**src/rtl/i2c_tgt_pkg.sv**
```systemverilog
package i2c_tgt_pkg;

    localparam int BYTE_W = 8;
    localparam int CNT_W  = $clog2(BYTE_W);

    typedef enum logic [2:0] {
        ST_IDLE,
        ST_ADDR,
        ST_DATA,
        ST_ACK_WAIT,
        ST_ACK_HIGH,
        ST_ACK_DONE
    } tgt_state_e;

    typedef struct packed {
        tgt_state_e         st;
        logic [CNT_W-1:0]   cnt;
        logic [BYTE_W-1:0]  shf;
        logic               oe;
        logic               vld;
        logic [BYTE_W-1:0]  dat;
    } tgt_regs_t;

    typedef struct packed {
        logic scl;
        logic sda;
    } line_prev_t;

endpackage

```
**src/rtl/i2c_tgt_sync.sv**
```systemverilog
module i2c_tgt_sync #(
    parameter int             W       = 3,
    parameter int             STAGES  = 2,
    parameter logic [W-1:0]   RST_VAL = '1
) (
    input  logic         clk,
    input  logic         rst,
    input  logic [W-1:0] din,
    output logic [W-1:0] dout
);
    logic [STAGES-1:0][W-1:0] stg_d, stg_q;

    always_comb begin
        stg_d[0] = din;
        for (int i = 1; i < STAGES; i++) begin
            stg_d[i] = stg_q[i-1];
        end
    end

    always_ff @(posedge clk) begin
        if (rst) begin
            stg_q <= {STAGES{RST_VAL}};
        end else begin
            stg_q <= stg_d;
        end
    end

    assign dout = stg_q[STAGES-1];
endmodule

```
**src/rtl/i2c_tgt_cond.sv**
```systemverilog
module i2c_tgt_cond
    import i2c_tgt_pkg::*;
(
    input  logic clk,
    input  logic rst,
    input  logic scl_s,
    input  logic sda_s,
    output logic scl_rise,
    output logic scl_fall,
    output logic start_evt,
    output logic stop_evt
);
    line_prev_t prev_d, prev_q;

    always_comb begin
        prev_d.scl = scl_s;
        prev_d.sda = sda_s;
    end

    always_ff @(posedge clk) begin
        if (rst) begin
            prev_q <= '{scl: 1'b1, sda: 1'b1};
        end else begin
            prev_q <= prev_d;
        end
    end

    // Conditions only count while the clock is high on both samples.
    assign scl_rise  = scl_s & ~prev_q.scl;
    assign scl_fall  = ~scl_s & prev_q.scl;
    assign start_evt = scl_s & prev_q.scl & prev_q.sda & ~sda_s;
    assign stop_evt  = scl_s & prev_q.scl & ~prev_q.sda & sda_s;
endmodule

```
**src/rtl/i2c_tgt_fsm.sv**
```systemverilog
module i2c_tgt_fsm
    import i2c_tgt_pkg::*;
#(
    parameter logic [BYTE_W-3:0] ADDR_HI = 6'b111110
) (
    input  logic              clk,
    input  logic              rst,
    input  logic              sda_s,
    input  logic              strap_s,
    input  logic              scl_rise,
    input  logic              scl_fall,
    input  logic              start_evt,
    input  logic              stop_evt,
    output logic              oe,
    output logic [BYTE_W-1:0] dat,
    output logic              vld
);
    localparam logic [CNT_W-1:0] LAST_BIT = CNT_W'(BYTE_W - 1);

    tgt_regs_t          r_d, r_q;
    logic [BYTE_W-1:0]  full_byte;
    logic [BYTE_W-1:0]  own_addr;
    logic               last_bit;

    assign own_addr  = {ADDR_HI, strap_s, 1'b0};
    assign full_byte = {r_q.shf[BYTE_W-2:0], sda_s};
    assign last_bit  = (r_q.cnt == LAST_BIT);

    always_comb begin
        r_d     = r_q;
        r_d.vld = 1'b0;
        if (stop_evt) begin
            r_d.st = ST_IDLE;
            r_d.oe = 1'b0;
        end else if (start_evt) begin
            r_d.st  = ST_ADDR;
            r_d.cnt = '0;
            r_d.oe  = 1'b0;
        end else begin
            unique case (r_q.st)
                ST_ADDR: begin
                    if (scl_rise) begin
                        r_d.shf = full_byte;
                        r_d.cnt = r_q.cnt + 1'b1;
                        if (last_bit) begin
                            r_d.cnt = '0;
                            r_d.st  = (full_byte == own_addr) ? ST_ACK_WAIT : ST_IDLE;
                        end
                    end
                end
                ST_DATA: begin
                    if (scl_rise) begin
                        r_d.shf = full_byte;
                        r_d.cnt = r_q.cnt + 1'b1;
                        if (last_bit) begin
                            r_d.cnt = '0;
                            r_d.vld = 1'b1;
                            r_d.dat = full_byte;
                            r_d.st  = ST_ACK_WAIT;
                        end
                    end
                end
                ST_ACK_WAIT: begin
                    if (scl_fall) begin
                        r_d.oe = 1'b1;
                        r_d.st = ST_ACK_HIGH;
                    end
                end
                ST_ACK_HIGH: begin
                    if (scl_rise) begin
                        r_d.st = ST_ACK_DONE;
                    end
                end
                ST_ACK_DONE: begin
                    if (scl_fall) begin
                        r_d.oe  = 1'b0;
                        r_d.cnt = '0;
                        r_d.st  = ST_DATA;
                    end
                end
                default: begin
                    r_d.st = ST_IDLE;
                end
            endcase
        end
    end

    always_ff @(posedge clk) begin
        if (rst) begin
            r_q <= '{st: ST_IDLE, cnt: '0, shf: '0, oe: 1'b0, vld: 1'b0, dat: '0};
        end else begin
            r_q <= r_d;
        end
    end

    assign oe  = r_q.oe;
    assign dat = r_q.dat;
    assign vld = r_q.vld;
endmodule

```
**src/rtl/ctl_i2c_target.sv**
```systemverilog
module ctl_i2c_target
    import i2c_tgt_pkg::*;
#(
    parameter int                SYNC_STAGES = 2,
    parameter logic [BYTE_W-3:0] ADDR_HI     = 6'b111110
) (
    input  logic              clk,
    input  logic              rst,
    input  logic              scl_i,
    input  logic              sda_i,
    input  logic              strap_i,
    output logic              sda_oe_o,
    output logic [BYTE_W-1:0] rx_byte_o,
    output logic              rx_vld_o
);
    localparam int NSIG = 3;

    logic [NSIG-1:0] raw_in, sync_out;
    logic            scl_s, sda_s, strap_s;
    logic            scl_rise, scl_fall, start_evt, stop_evt;

    assign raw_in = {strap_i, sda_i, scl_i};

    i2c_tgt_sync #(
        .W       (NSIG),
        .STAGES  (SYNC_STAGES),
        .RST_VAL ({1'b0, 1'b1, 1'b1})
    ) u_sync (
        .clk  (clk),
        .rst  (rst),
        .din  (raw_in),
        .dout (sync_out)
    );

    assign scl_s   = sync_out[0];
    assign sda_s   = sync_out[1];
    assign strap_s = sync_out[2];

    i2c_tgt_cond u_cond (
        .clk       (clk),
        .rst       (rst),
        .scl_s     (scl_s),
        .sda_s     (sda_s),
        .scl_rise  (scl_rise),
        .scl_fall  (scl_fall),
        .start_evt (start_evt),
        .stop_evt  (stop_evt)
    );

    i2c_tgt_fsm #(
        .ADDR_HI (ADDR_HI)
    ) u_fsm (
        .clk       (clk),
        .rst       (rst),
        .sda_s     (sda_s),
        .strap_s   (strap_s),
        .scl_rise  (scl_rise),
        .scl_fall  (scl_fall),
        .start_evt (start_evt),
        .stop_evt  (stop_evt),
        .oe        (sda_oe_o),
        .dat       (rx_byte_o),
        .vld       (rx_vld_o)
    );
endmodule

```
**config.mk**
```make
export PLATFORM = sky130hd
export DESIGN_NAME = ctl_i2c_target
export DESIGN_NICKNAME = d
export VERILOG_FILES = /design/src/rtl/i2c_tgt_pkg.sv /design/src/rtl/i2c_tgt_sync.sv /design/src/rtl/i2c_tgt_cond.sv /design/src/rtl/i2c_tgt_fsm.sv /design/src/rtl/ctl_i2c_target.sv
export SDC_FILE = /design/constraint.sdc
export NUM_CORES = 1
export LEC_CHECK = 0
export ABC_AREA = 1
export ABC_CLOCK_PERIOD_IN_PS = 1520
export BUFFER_PORTS_ARGS = -buffer_cell sky130_fd_sc_hd__buf_4
export CAP_MARGIN = 10
export CORE_ASPECT_RATIO = 1.1
export CORE_MARGIN = 2
export CORE_UTILIZATION = 51
export CTS_CLUSTER_DIAMETER = 30
export CTS_CLUSTER_SIZE = 40
export DETAILED_ROUTE_END_ITERATION = 16
export MAX_ROUTING_LAYER = met4
export PLACE_DENSITY = 0.78
export SLEW_MARGIN = 40
export SYNTH_ARGS = -nofsm -noshare
export SYNTH_HDL_FRONTEND = slang
export SYNTH_SLANG_ARGS = --single-unit
```
**constraint.sdc**
```tcl
create_clock -name clk -period 1.52 [get_ports clk]
set_clock_uncertainty 0.15 [all_clocks]
set_input_delay 0.38 -clock clk [delete_from_list [all_inputs] [get_ports clk]]
set_output_delay 0.38 -clock clk [all_outputs]
set_load 0.01 [all_outputs]
```
==> results.toml, run 1 <==
[outcome]
result_of_the_run = "completed"

[drt]
wire_per_inst_um = 11.8
dr_total_vias = 1212
firstDrtPassIters = 4
drt-initial-drc-count = 38
routed_via_density = 5.11
drc = 0
antenna_violating_nets_post_route = 0
drt_wl_total_mm = 2.79

[run]
cap_violations = 0

[pwr]
power.density_nw_per_um2 = 1360
combinational_power_share_pct = 30.4
pwr-share-clk_pct = 26.6
cell_internal_pwr_mw = 1.49
p_sw_mw = 0.771
seq_power_share_pct = 43.1
static-leakage-power_nw = 0.804
worst_ir_drop_vdd_v = 0.000815
power.share.switching_pct = 34.1

[layout]
flow.area_growth_from_synthesis_pct = 16.0
final_nets = 211
drive_gt1_share_pct = 31.9
n_fill_cell = 235
fin_area_um2 = 1660
final_util_pct = 61.0
antenna_cells = 0

[synthesis]
synth_nets = 194
yosys.cell_types.count = 29
synth_area_leaders = "dfxtp_1 (43%), nor2_1 (12%), nand2_1 (5.5%)"
ys_async_sr_fraction_pct = 0
post_synth_most_frequent_cells = "nor2_1 (44), dfxtp_1 (31), nand2_1 (21), inv_1 (14), o21ai_0 (11)"
synth_area_per_cell_um2 = 7.67
prevailing_post_synth_register_cell = "dfxtp_1"
syn-instance-count = 187
post_synth_edffs = 0
synth-seq-area-share_pct = 43.3
synth_most_common_cell = "nor2_1"
synth_top_cell_area_share_pct = 43.3
netlist_area_um2 = 1430
library_cell_with_the_largest_summed_area_after_synthesis = "dfxtp_1"
synthesis.yosys.warnings = 0
yosys_register_bits = 31

[sta]
post-route-min-period_ps = 1500
slew_headroom_pct = 85.1
tightest_slew_ps = 221
hold_viol_final = 0
setup-violations-final = 0
clock.fmax_mhz = 666
finalMaxSlewViolations = 0
totalNegativeSetupSlack_ps = 0
finalCritPeriodShare_pct = 98.7

[die]
die_h_um = 59.6
core_area_um2 = 2730
io-pin-count = 15
fp.dieArea_um2 = 3250
fp.dieW_um = 54.6
floorplan_row_count = 20
start_util_pct = 52.6

[clocking]
ctsHtreeMaxLevel = 2
clock_latency_ps = 320
cts_max_path_buffers = 2
cts_sinks = 31
cts.root.buffer_cell = "clkbuf_4"
clkTransAtPathRegs_ps = 90
cts_inserted_buffers = 5
cts_tree = "done"
cts.hold.buffers_added = 0

[setup_path]
cp_cell_sequence = "ha_4 > ha_4 > inv_2 > nor2_4 > nand2_4 > o21ai_0 > nor2_1"
critPathArrivalTime_ps = 1570
end_kind = "register"
critical_path.max_stage_delay_ps = 370
path_class = "reg -> reg"
path_common_cell = "ha_4"
startpoint_type = "register"
crit_path_max_fanout = 5
cp_data_required_time_ps = 1590
slowest_stage = "dfxtp_2"

[place]
post-dp-hpwl_mm = 1.97
buffer_ports.inserted = 14
gp_congestion = 0.843
dpl_cell_area_um2 = 1530

[grt]
grt_max_degree = 21
first_global_vias = 1077
groute.usage.overall_pct = 20.2
globalRoute.totalOverflow = 0
first_pass_grt_wire_length_mm = 4.42
antenna_found_initial = 0

[worst_hold_path]
hold_removal_path_class = "in -> reg"
==> registers in the layout, indices dropped and copies added (netlist names) <==
signal and count:
u_cond.prev_q 2, u_fsm.dat 8, u_fsm.full_byte 7, u_fsm.oe 1, u_fsm.r_q 6, u_fsm.vld 1, u_sync.dout 3, u_sync.stg_d 3
==> metrics by stage <==
step | worst slack, ps | power [mW] | hold WS, ps | instances
floorplan | 86.6 | 1.50 | 238 | 187
global placement | 36.9 | 1.58 | 242 | 226
detailed placement | -58.0 | 1.62 | 246 | 226
CTS | 10.6 | 2.23 | 72.9 | 233
global route | -31.1 | 2.42 | 78.0 | 237
finish | 19.2 | 2.26 | 86.6 | 237
==> worst max-delay path, delay by kind of cell (launching register included) <==
family / cells / cell delay (ps)
adder cells (fa/ha/maj): 2 / 290
flip-flops: 1 / 370
buffers and inverters: 1 / 60
AO/OA/AOI/OAI: 1 / 220
AND/OR/NAND/NOR: 3 / 310
==> layout make-up <==
class	instances	area, um^2	area share, %
inverter	22	92.6	5.57
multi-input combinational	125	691	41.5
sequential	31	627	37.7
timing repair inverter	1	5.00	0.301
timing repair buffer	18	135	8.13
clock inverter	1	30.0	1.81
clock buffer	6	41.3	2.48
tap	33	41.3	2.48
==> repair_timing <==
| item | 4_1_cts | 5_1_grt |
|---|---|---|
| setup buffers | 0 | 2 |
| gates cloned | 0 | 2 |
| pin swaps | 0 | 6 |
| resized for setup | 3 | 12 |
| endpoints found under the setup margin | 7 | 17 |
==> cell usage in the layout, fill, tap and decap left out, drive strengths merged <==
| cell | n |
|---|---|
| clkbuf | 6 |
| xor2 | 1 |
| nor3 | 1 |
| nand3b | 1 |
| nand4 | 2 |
| a21boi | 2 |
| inv | 21 |
| or2 | 4 |
| ha | 2 |
| buf | 18 |
| bufinv | 1 |
| clkinv | 2 |
| nor2 | 50 |
| a21oi | 7 |
| nand2 | 28 |
| dfxtp | 31 |
| nand3 | 10 |
| o21ai | 17 |
==> power groups by stage <==
| stage | registers, mW | logic (mW) | clock network (mW) |
|---|---|---|---|
| final | 0.974 | 0.687 | 0.601 |
| after global routing | 0.983 | 0.779 | 0.657 |
| after CTS | 0.953 | 0.654 | 0.620 |
| after detailed placement | 0.971 | 0.648 | 0 |
| after global placement | 0.964 | 0.620 | 0 |
| after floorplan | 0.954 | 0.545 | 0 |
==> path summary, 6_finish.rpt <==
| check | cells after the start | to | slack (ps) | from |
|---|---|---|---|---|
| max | 7 | u_fsm.dat[7] | 20 | u_fsm.r_q[18] |
| min | 2 | u_sync.stg_d[4] | 90 | sda_i |
| max reg2reg | 7 | u_fsm.dat[7] | 20 | u_fsm.r_q[18] |
| min reg2reg | 2 | u_sync.dout[2] | 260 | u_sync.stg_d[5] |
==> cell families after synthesis <==
logic type / synth area share, %
simple gates: 33.3
buf+inv: 11.1
flops: 43.3
compound gates: 9.95
fa+ha+maj: 1.74
xor+xnor: 0.611
==> metal layers <==
layer	global-route usage, %	part of all wire [%]	wire (um)
met3	7.83	6.1	170
met4	10.4	2.4	67
met5	-	0	0
met1	21.8	42	1180
met2	31.5	49	1370
(Power assumes the default switching activity.)
==> run 2, diff against run 1 <==
--- a/config.mk
+++ b/config.mk
@@ -11,12 +11,13 @@
 export CAP_MARGIN = 10
 export CORE_ASPECT_RATIO = 1.1
 export CORE_MARGIN = 2
-export CORE_UTILIZATION = 51
+export CORE_UTILIZATION = 35
 export CTS_CLUSTER_DIAMETER = 30
 export CTS_CLUSTER_SIZE = 40
 export DETAILED_ROUTE_END_ITERATION = 16
 export MAX_ROUTING_LAYER = met4
-export PLACE_DENSITY = 0.78
+export PLACE_DENSITY = 0.59
+export REMOVE_ABC_BUFFERS = 1
 export SLEW_MARGIN = 40
 export SYNTH_ARGS = -nofsm -noshare
 export SYNTH_HDL_FRONTEND = slang
==> results.toml, run 2 (synthesis results as in run 1) <==
[die]
core_area_um2 = 3960
fp.dieW_um = 65.0
die_h_um = 71.1
fp.dieArea_um2 = 4630
io-pin-count = 15
start_util_pct = 36.2
floorplan_row_count = 24

[pwr]
worst_ir_drop_vdd_v = 0.000626
static-leakage-power_nw = 0.847
power_mw = 2.37
power.density_nw_per_um2 = 1360

[layout]
flow.area_growth_from_synthesis_pct = 21.9
mostFrequentLayoutCells = "nor2_1 (44), dfxtp_1 (27), nand2_1 (21), buf_4 (21), inv_1 (13)"
largest_register_ffs = 8
final_nets = 214
final_cell_count_no_fill = 260
antenna_cells = 0
fin_area_um2 = 1750
mostFrequentLayoutCell = "nor2_1"
drive_gt1_share_pct = 33.2
final_util_pct = 44.1

[setup_path]
path_common_cell = "inv_2"
end_kind = "register"
cp_cell_sequence = "inv_2 > nor2_4 > inv_2 > o21ai_2 > nand2_2 > nor3_1 > nor2_1"
cp_data_required_time_ps = 1550
critPathArrivalTime_ps = 1480
startpoint_type = "register"
crit_path_max_fanout = 5
slowest_stage = "dfxtp_1"
path_class = "reg -> reg"
critical_path.max_stage_delay_ps = 370

[grt]
grt_max_degree = 18
globalRoute.totalOverflow = 0
groute.usage.overall_pct = 14.0
antenna_found_initial = 0
first_pass_grt_wire_length_mm = 4.64
first_global_vias = 1089

[drt]
routed_via_density = 4.52
drt-initial-drc-count = 27
antenna_violating_nets_post_route = 0
drc = 0
firstDrtPassIters = 4
dr_total_vias = 1174
wire_per_inst_um = 10.4
drt_wl_total_mm = 2.70

[place]
dpl_cell_area_um2 = 1570
dp_slack_ps = 0.731
gp_congestion = 0.804
dp_cells = 247
buffer_ports.inserted = 14
post-dp-hpwl_mm = 1.96

[clocking]
clock_latency_ps = 290
ctsHtreeMaxLevel = 2
cts.hold.buffers_added = 0
cts_max_path_buffers = 2
cts_tree = "done"
cts.root.buffer_cell = "clkbuf_8"
clkTransAtPathRegs_ps = 70
cts_sinks = 31
cts_inserted_buffers = 5

[sta]
post-route-min-period_ps = 1450
finalMaxSlewViolations = 0
fin_hold_ws_ps = 128
setup-violations-final = 0
totalNegativeSetupSlack_ps = 0
slew_headroom_pct = 86.2
tightest_slew_ps = 207
clock.fmax_mhz = 691
finalCritPeriodShare_pct = 95.2
rsz_0062_raised_after_global_routing = "no"
timing.final.ws_setup_ps = 73.0
hold_viol_final = 0

[worst_hold_path]
hold_removal_path_class = "in -> reg"

[run]
cap_violations = 0

[outcome]
result_of_the_run = "completed"
-- run 2: cell count changes in the layout (fill, tap and decap cells not counted), sizes merged --
cell,previous run,this run
buf,18,21
clkinv,2,0
clkinvlp,0,1
clkbuf,6,7
bufinv,1,0
inv,21,23
-- run 2: final timing paths --
check / from / end / cells after the start / slack, ps
hold / removal: scl_i / u_sync.stg_d[3] / 2 / 130
hold reg to reg: u_sync.stg_d[5] / u_sync.dout[2] / 2 / 250
setup reg to reg: u_sync.dout[0] / u_fsm.r_q[23] / 7 / 70
setup / recovery: u_sync.dout[0] / u_fsm.r_q[23] / 7 / 70
-- run 2: repair_timing --
action                                  CTS  global route
gates cloned                              0             2
endpoints found under the setup margin    4            14
gates resized for setup                   2            15
endpoints found under the hold margin     0             0
pin swaps                                 0             3
buffers inserted                          0             3
-- run 2: area by class of cell --
class                      instances  area [um^2]
tap                               52         65.1
timing repair inverter             1         6.26
multi-input combinational        125          694
clock inverter                     1         7.51
inverter                          22         95.1
timing repair buffer              21          158
clock buffer                       7         96.3
sequential                        31          626
fill                             426         2220
-- run 2: metal layers --
| metal | track usage [%] | vias up | part of all wire, % |
|---|---|---|---|
| li1 | - | 622 | - |
| met1 | 15.2 | 526 | 46 |
| met2 | 21.4 | 19 | 47 |
| met3 | 5.88 | 7 | 4.1 |
| met4 | 7.64 | 0 | 2.7 |
| met5 | - | - | 0 |
-- run 2: critical path, delay by kind of cell, from the launching register on --
kind | cells | cell delay (ps)
buffers and inverters | 2 | 170
AO/OA/AOI/OAI | 1 | 150
AND/OR/NAND/NOR | 4 | 510
flip-flops | 1 | 370
-- run 2: power by group --
group | switching (mW) | internal (mW)
sequential | 0.0725 | 0.893
combinational | 0.414 | 0.264
clock | 0.315 | 0.411
total | 0.802 | 1.57
==> run 3, diff against run 2 <==
--- a/config.mk
+++ b/config.mk
@@ -11,12 +11,13 @@
 export CAP_MARGIN = 10
 export CORE_ASPECT_RATIO = 1.1
 export CORE_MARGIN = 2
-export CORE_UTILIZATION = 35
+export CORE_UTILIZATION = 40
 export CTS_CLUSTER_DIAMETER = 30
 export CTS_CLUSTER_SIZE = 40
 export DETAILED_ROUTE_END_ITERATION = 16
 export MAX_ROUTING_LAYER = met4
-export PLACE_DENSITY = 0.59
+export PLACE_DENSITY = 0.65
+export RECOVER_POWER = 100
 export REMOVE_ABC_BUFFERS = 1
 export SLEW_MARGIN = 40
 export SYNTH_ARGS = -nofsm -noshare
==> results.toml, run 3 (synthesis results as in run 1) <==
[outcome]
result_of_the_run = "completed"

[drt]
drt_wl_total_mm = 2.71
wire_per_inst_um = 10.6
firstDrtPassIters = 4
drt-initial-drc-count = 22
antenna_violating_nets_post_route = 0
dr_total_vias = 1181
drc = 0
routed_via_density = 4.60

[pwr]
pwr-share-clk_pct = 22.3
seq_power_share_pct = 43.7
static-leakage-power_nw = 0.775
cell_internal_pwr_mw = 1.40
p_sw_mw = 0.788
power.share.switching_pct = 36.0
combinational_power_share_pct = 33.9
power_mw = 2.19
power.density_nw_per_um2 = 1310
worst_ir_drop_vdd_v = 0.000672

[sta]
hold_viol_final = 0
fin_hold_ws_ps = 77.0
tightest_slew_ps = 311
post-route-min-period_ps = 1470
clock.fmax_mhz = 682
totalNegativeSetupSlack_ps = 0
slew_headroom_pct = 79.2
finalCritPeriodShare_pct = 96.5
rsz_0062_raised_after_global_routing = "yes"
setup-violations-final = 0
finalMaxSlewViolations = 0

[setup_path]
worst_r2r_startpoint = "u_fsm.r_q[18]"
path_class = "reg -> reg"
cp_data_required_time_ps = 1600
crit_path_max_fanout = 5
critPathArrivalTime_ps = 1540
end_kind = "register"
startpoint_type = "register"
rr_worst_depth = 7
r2r_end = "u_fsm.dat[5]"
regToRegSetupSlack_ps = 50

[clocking]
clock_latency_ps = 340
ctsHtreeMaxLevel = 2
cts_sinks = 31
cts_max_path_buffers = 2
cts.root.buffer_cell = "clkbuf_4"
cts.hold.buffers_added = 0
clkTransAtPathRegs_ps = 100
cts_tree = "done"
cts_inserted_buffers = 5

[layout]
fin_area_um2 = 1670
mostFrequentLayoutCell = "nor2_1"
antenna_cells = 0
n_fill_cell = 340
final_nets = 216
drive_gt1_share_pct = 29.7
final_cell_count_no_fill = 257
largest_register_ffs = 8
mostFrequentLayoutCells = "nor2_1 (42), dfxtp_1 (26), nand2_1 (20), inv_1 (13)"
flow.area_growth_from_synthesis_pct = 16.8

[grt]
grt_max_degree = 21
groute.usage.overall_pct = 15.8
antenna_found_initial = 0
first_pass_grt_wire_length_mm = 4.45
globalRoute.totalOverflow = 0
first_global_vias = 1007

[place]
gp_congestion = 0.863
dpl_cell_area_um2 = 1560
buffer_ports.inserted = 14
post-dp-hpwl_mm = 1.88
dp_cells = 243

[die]
floorplan_row_count = 22
fp.dieW_um = 61.1
die_h_um = 66.8
start_util_pct = 42.4
fp.dieArea_um2 = 4080
io-pin-count = 15
core_area_um2 = 3390

[run]
cap_violations = 0

[worst_hold_path]
min_from = "scl_i"
hold_removal_path_class = "in -> reg"
hold-path-cell-count = 2
whs_endpoint = "u_sync.stg_d[3]"
run 3: cell count changes in the layout (fill, tap and decap cells not counted), sizes merged:
| cell | change |
|---|---|
| clkinvlp | -1 |
| clkinv | +2 |
| inv | -1 |
| buf | -10 |
| clkbuf | +10 |
| nor2 | +1 |
run 3: final cells by class:
type / instances / area [um^2] / area share (%)
multi-input cells: 126 / 707 / 42.2
flip-flops and latches: 31 / 627 / 37.4
repair buffers: 22 / 124 / 7.40
inverters: 22 / 95.1 / 5.68
well taps: 48 / 60.1 / 3.59
clock buffers: 6 / 51.3 / 3.06
clock inverters: 1 / 5.00 / 0.299
repair inverters: 1 / 5.00 / 0.299
run 3: worst max-delay path by stage:
stage / depth (start not counted) / end / slack (ps) / start
finish: 7 / u_fsm.dat[5] / 50 / u_fsm.r_q[18]
CTS: 8 / u_fsm.dat[2] / 8 / u_fsm.r_q[18]
floorplan: 8 / u_fsm.dat[0] / 90 / u_fsm.r_q[18]
global route: 7 / u_fsm.dat[5] / -20 / u_fsm.r_q[18]
global placement: 8 / u_fsm.dat[2] / 40 / u_fsm.r_q[18]
detailed placement: 8 / u_fsm.dat[2] / 10 / u_fsm.r_q[18]
run 3: timing repair:
| item | CTS | global route |
|---|---|---|
| cloned | 0 | 3 |
| gates resized for setup | 1 | 20 |
| endpoints found under the setup margin | 4 | 15 |
| pin swaps | 0 | 6 |
| setup buffers | 0 | 4 |
run 3: worst max-delay path, stage by stage, from the launching register on:
cell	delay, ps
dfxtp_2	340
ha_2	190
ha_4	150
inv_2	60
nor2_4	140
nand2_4	100
o21ai_0	170
nor2_1	50
run 3: power groups by stage:
stage	logic, mW	clock network (mW)	registers, mW
after floorplan	0.543	0	0.954
after global placement	0.652	0	0.962
after detailed placement	0.657	0	0.964
after CTS	0.658	0.515	0.945
after global routing	0.853	0.552	0.967
final	0.741	0.488	0.956
run 3: metrics by stage:
| step | util (%) | worst slack [ps] |
|---|---|---|
| 3_5_place_dp | 46.1 | 12.8 |
| 2_1_floorplan | - | 86.5 |
| 5_1_grt | 49.4 | -23.3 |
| 6_report | 49.4 | 53.0 |
| 3_3_place_gp | 46.1 | 35.6 |
| 4_1_cts | 47.7 | 7.79 |
run 3: per-layer routing:
layer	share of wire (%)	vias to the layer above	GRT usage, %	routed length, um
met2	46	16	21.9	1260
met3	3.7	8	5.24	99
met1	47	531	19.5	1280
met4	2.8	0	9.51	76
met5	0	-	-	0
li1	-	626	-	-
